==> src/rtl/csr_rmw_pkg.sv <==
package csr_rmw_pkg;
    typedef enum logic [1:0] {
        OP_NONE = 2'b00,
        OP_SWAP = 2'b01,
        OP_SET  = 2'b10,
        OP_CLR  = 2'b11
    } csr_op_e;

    typedef enum logic [1:0] {
        LVL_USER  = 2'd0,
        LVL_SUPER = 2'd1,
        LVL_RSVD  = 2'd2,
        LVL_MACH  = 2'd3
    } priv_lvl_e;

    localparam int          ADDR_W   = 12;
    localparam logic [11:0] CTR_BASE = 12'hC00;
endpackage

==> src/rtl/csr_access_guard.sv <==
module csr_access_guard
    import csr_rmw_pkg::*;
#(
    parameter int CNT_W = 32
) (
    input  logic [ADDR_W-1:0] addr,
    input  logic [1:0]        op,
    input  logic              src_nz,
    input  logic [1:0]        priv,
    input  logic [CNT_W-1:0]  user_en,
    input  logic [CNT_W-1:0]  super_en,
    output logic              wants_write,
    output logic              illegal
);
    localparam int IDX_W = $clog2(CNT_W);

    logic             bad_op;
    logic [1:0]       need_lvl;
    logic             read_only;
    logic             is_ctr;
    logic [CNT_W-1:0] ctr_mask;
    logic             ctr_ok;

    // Classify the operation: which codes write, which code is reserved.
    always_comb begin
        wants_write = 1'b0;
        bad_op      = 1'b0;
        unique case (csr_op_e'(op))
            OP_SWAP:        wants_write = 1'b1;
            OP_SET, OP_CLR: wants_write = src_nz;
            OP_NONE:        bad_op      = 1'b1;
        endcase
    end

    // Pick the counter enable mask that applies at this privilege level.
    always_comb begin
        unique case (priv_lvl_e'(priv))
            LVL_USER:           ctr_mask = user_en;
            LVL_SUPER:          ctr_mask = super_en;
            LVL_RSVD, LVL_MACH: ctr_mask = '1;
        endcase
    end

    assign need_lvl  = addr[9:8];
    assign read_only = (addr[11:10] == 2'b11);
    assign is_ctr    = (addr[ADDR_W-1:IDX_W] == CTR_BASE[ADDR_W-1:IDX_W]);
    assign ctr_ok    = ctr_mask[addr[IDX_W-1:0]];

    assign illegal = bad_op
                   | (priv < need_lvl)
                   | (wants_write & read_only)
                   | (is_ctr & ~ctr_ok);
endmodule

==> src/rtl/csr_rmw_alu.sv <==
module csr_rmw_alu
    import csr_rmw_pkg::*;
#(
    parameter int XLEN = 32
) (
    input  logic [1:0]      op,
    input  logic [XLEN-1:0] src,
    input  logic [XLEN-1:0] old,
    output logic [XLEN-1:0] result
);
    always_comb begin
        unique case (csr_op_e'(op))
            OP_SWAP: result = src;
            OP_SET:  result = src | old;
            OP_CLR:  result = ~src & old;
            OP_NONE: result = old;
        endcase
    end
endmodule

==> src/rtl/csr_rmw_unit.sv <==
module csr_rmw_unit
    import csr_rmw_pkg::*;
#(
    parameter int XLEN  = 32,
    parameter int CNT_W = 32
) (
    input  logic              req_valid,
    input  logic [1:0]        req_op,
    input  logic [11:0]       req_addr,
    input  logic [XLEN-1:0]   req_src,
    input  logic              req_src_nz,
    input  logic [1:0]        cur_priv,
    input  logic [CNT_W-1:0]  user_ctr_en,
    input  logic [CNT_W-1:0]  super_ctr_en,
    input  logic [XLEN-1:0]   port_rdata,
    output logic [11:0]       port_addr,
    output logic              port_we,
    output logic [XLEN-1:0]   port_wdata,
    output logic [XLEN-1:0]   rd_old,
    output logic              access_fault
);
    logic wants_write;
    logic illegal;

    csr_access_guard #(.CNT_W(CNT_W)) u_guard (
        .addr        (req_addr),
        .op          (req_op),
        .src_nz      (req_src_nz),
        .priv        (cur_priv),
        .user_en     (user_ctr_en),
        .super_en    (super_ctr_en),
        .wants_write (wants_write),
        .illegal     (illegal)
    );

    csr_rmw_alu #(.XLEN(XLEN)) u_alu (
        .op     (req_op),
        .src    (req_src),
        .old    (port_rdata),
        .result (port_wdata)
    );

    assign port_addr    = req_addr;
    assign access_fault = req_valid & illegal;
    assign port_we      = req_valid & ~illegal & wants_write;
    assign rd_old       = (req_valid & ~illegal) ? port_rdata : '0;
endmodule

==> config.mk <==
export PLATFORM = sky130hd
export DESIGN_NAME = csr_rmw_unit
export DESIGN_NICKNAME = d
export VERILOG_FILES = /design/src/rtl/csr_rmw_pkg.sv /design/src/rtl/csr_access_guard.sv /design/src/rtl/csr_rmw_alu.sv /design/src/rtl/csr_rmw_unit.sv
export SDC_FILE = /design/constraint.sdc
export NUM_CORES = 1
export LEC_CHECK = 0
export ABC_CLOCK_PERIOD_IN_PS = 2140
export BUFFER_PORTS_ARGS = -buffer_cell sky130_fd_sc_hd__buf_2
export CAP_MARGIN = 20
export CORE_MARGIN = 4
export CORE_UTILIZATION = 36
export DETAILED_ROUTE_END_ITERATION = 8
export MAX_ROUTING_LAYER = met4
export PLACE_DENSITY = 0.82
export RECOVER_POWER = 100
export SYNTH_ARGS = -nofsm -noshare
export SYNTH_HDL_FRONTEND = slang
export SYNTH_SLANG_ARGS = --single-unit
==> constraint.sdc <==
create_clock -name vclk -period 2.14
set_clock_uncertainty 0.1 [all_clocks]
set_input_delay 0.321 -clock vclk [all_inputs]
set_output_delay 0.321 -clock vclk [all_outputs]
set_load 0.05 [all_outputs]
==> metrics.txt <==
final instance area 5070 sq um; post-route worst setup slack -0.487 ns; core area 6420 sq um; worst hold path class in2out; die area 8060 sq um; pre-CTS worst setup slack -0.738 ns; # IOs 224; n_diodes 0; xor/xnor share of the synthesized area 0%; clock power share 0%; area of placed instances 4290 sq um; Syn Inst Count 357; Layout fillers 423; main combinational cell family by area after synthesis compound AO/OA/AOI/OAI gates; endpoints failing setup 35; Row Count 29; Mapped Area 2410 sq um; Max Slew Vio Count 0; critical path arrival 2.21 ns; PwrDens 301 nW/um^2; share of layout cells above drive strength 1 62.0%; worst slew pin tran 0.639 ns; drt drc 0; post-synth cell types 41; Worst Path Required 1.72 ns; WL/cell 19.9 um; global-route wire length before repair 20000 um; startpoint types primary input; Max stage delay cell, worst path o221a_2; status finished with violations; failing checks negative setup slack; multi-input logic area 2840 sq um; Seq/Total Area, Yosys 0%; via/cell ratio 5.99; worst hold slack 0.909 ns; Die H 89.8 um; Pint 589 uW; max-cap violations 0; Total GRT Usage 29.8%; die width 89.8 um; DR pass1 iterations 5; syn avg cell area 6.75 sq um; Synth Area in Adders 0.519%; multiplexer share of the synthesized area 12.1%; fmax 381 MHz; critical path class in2out; CP max FO 7; Sequential Power Share 0%; RSZ-0062 raised after global routing yes; Post-DRT Antenna Nets 0; critical path capture point type output pin; Gate power share 100.0%; critical-path cell list buf_8, buf_8, buf_6, mux2i_2, o221a_2, a221oi_4, o21ai_4, buf_12, buf_12, a21oi_4, buf_6; fin crit period 2.63 ns; Area Growth Syn to Fin 110%; Initial DRC Count 225; DP HPWL 9340 um; Clock buffer cells 0; Worst VDD drop 210 uV; switching share of power 61.3%; Slew HR 57.4%; FF+latch area 0 sq um; Synth Area in Compound Gates 45.2%; period utilization 123%; leakage power 0.00212 uW; Finished Core Util 78.9%; Initial Util 37.5%; CTS Hold Bufs 0; pin count of the biggest net entering global routing 49; net load switching power 935 uW; drt total wl 13300 um; Overflow after GRT 0; initial antenna violation count 0; Nets 743; Post-Synth Simple-Gate Area 29.4%; Port Buf Inserts 224; gpl congestion 0.958; critical path's largest stage delay 0.31 ns; sequential cells 0; Synth Net Count 504; synth warn 0; DR vias 4018; Final Hold Vio Count 0; vias in the first global route 4194
==> cells by family after synthesis <==
| logic type | Yosys count |
|---|---|
| adders and majority gates | 1 |
| buffers and inverters | 52 |
| muxes | 24 |
| AOI/OAI and AO/OA | 140 |
| and+or+nand+nor | 140 |
==> critical path: cells and delay by family <==
family                 cells  cell delay (ns)
buffers and inverters      6             0.85
muxes                      1             0.14
AOI/OAI and AO/OA          4             0.87
==> layout by cell type, fill, tap and decap left out, types with 2 or more instances in the layout <==
master,synthesis,final
a211oi_1,64,32
a211oi_2,0,2
a211oi_4,1,31
a21boi_2,0,2
a21oi_1,8,5
a21oi_2,31,6
a21oi_4,0,28
a221oi_4,0,2
a32oi_1,2,2
buf_12,0,12
buf_16,0,5
buf_2,2,165
buf_4,15,30
buf_6,7,42
buf_8,0,3
clkbuf_1,19,13
clkbuf_16,0,2
clkbuf_2,0,10
inv_1,5,3
inv_4,0,2
mux2i_1,19,17
mux2i_2,0,2
mux4_2,4,4
nand2_1,11,10
nand2b_1,5,4
nand3_1,36,36
nor2_1,37,36
nor2b_1,42,42
nor3_1,3,2
o211ai_1,4,4
o21ai_0,10,7
o21ai_1,2,5
o221a_2,2,2
o221ai_1,6,4
o221ai_2,0,2
==> per-stage QoR <==
stage	total power (uW)	TNS, ns	std cells
2_1_floorplan	879	-10.22	357
3_3_place_gp	1280	-22.79	659
3_5_place_dp	1310	-24.18	659
4_1_cts	1460	-14.33	668
5_1_grt	1600	-16.92	671
6_report	1520	-14.80	671
==> synthesized netlist by cell type, drive strengths merged <==
cell type	count	area share, %
o21ai	13	2.9
o41ai	1	0.36
nor3	3	0.62
buf	27	8.8
and2b	1	0.31
mux2i	19	7.9
a221oi	2	1.2
and2	1	0.26
or2	1	0.26
nor4	1	0.26
mux4	4	3.7
a41oi	1	0.36
o221a	2	0.93
nand3	36	7.5
a21boi	2	0.62
o211ai	4	1.2
ha	1	0.52
nand2	11	1.7
a21oi	39	13
nand2b	5	1.3
o311a	1	0.42
and3	2	0.52
o22ai	1	0.26
a22oi	1	0.31
inv	6	0.93
nor2	37	5.8
clkbuf	19	3.0
a32oi	2	0.73
a211oi	65	21
mux2	1	0.47
nor2b	42	11
o221ai	6	2.2
==> what timing repair did <==
action | in CTS | in global routing
setup endpoints to repair | 34 | 34
resized for setup | 108 | 34
setup buffers | 3 | 1
gates cloned | 6 | 2
pin swaps | 9 | 12
==> final timing paths <==
| kind | startpoint | to | slack [ns] | cells past startpoint |
|---|---|---|---|---|
| min | port_rdata[2] | rd_old[2] | 0.91 | 4 |
| max | req_addr[1] | rd_old[16] | -0.49 | 11 |
==> per-layer routing <==
layer | wire length (um) | GRT usage [%] | vias to the layer above
met5 | 0 | - | -
met4 | 540 | 8.94 | 0
met3 | 790 | 2.75 | 50
met2 | 7060 | 56.7 | 241
met1 | 4940 | 32.7 | 1929
li1 | - | - | 1798
==> final cells by class <==
cell class	instances	share of cell area, %
Inverter	6	0.592
Multi-Input combinational cell	305	56.0
Tap cell	77	1.90
Timing Repair Buffer	282	41.3
Timing Repair inverter	1	0.123
==> power by group through the flow <==
stage	logic, uW	registers [uW]	clock network, uW
after CTS	1460	0	0
after detailed placement	1310	0	0
final	1520	0	0
after global placement	1280	0	0
after floorplan	879	0	0
after global routing	1600	0	0
Note: power is estimated with default switching activity, not from simulation.
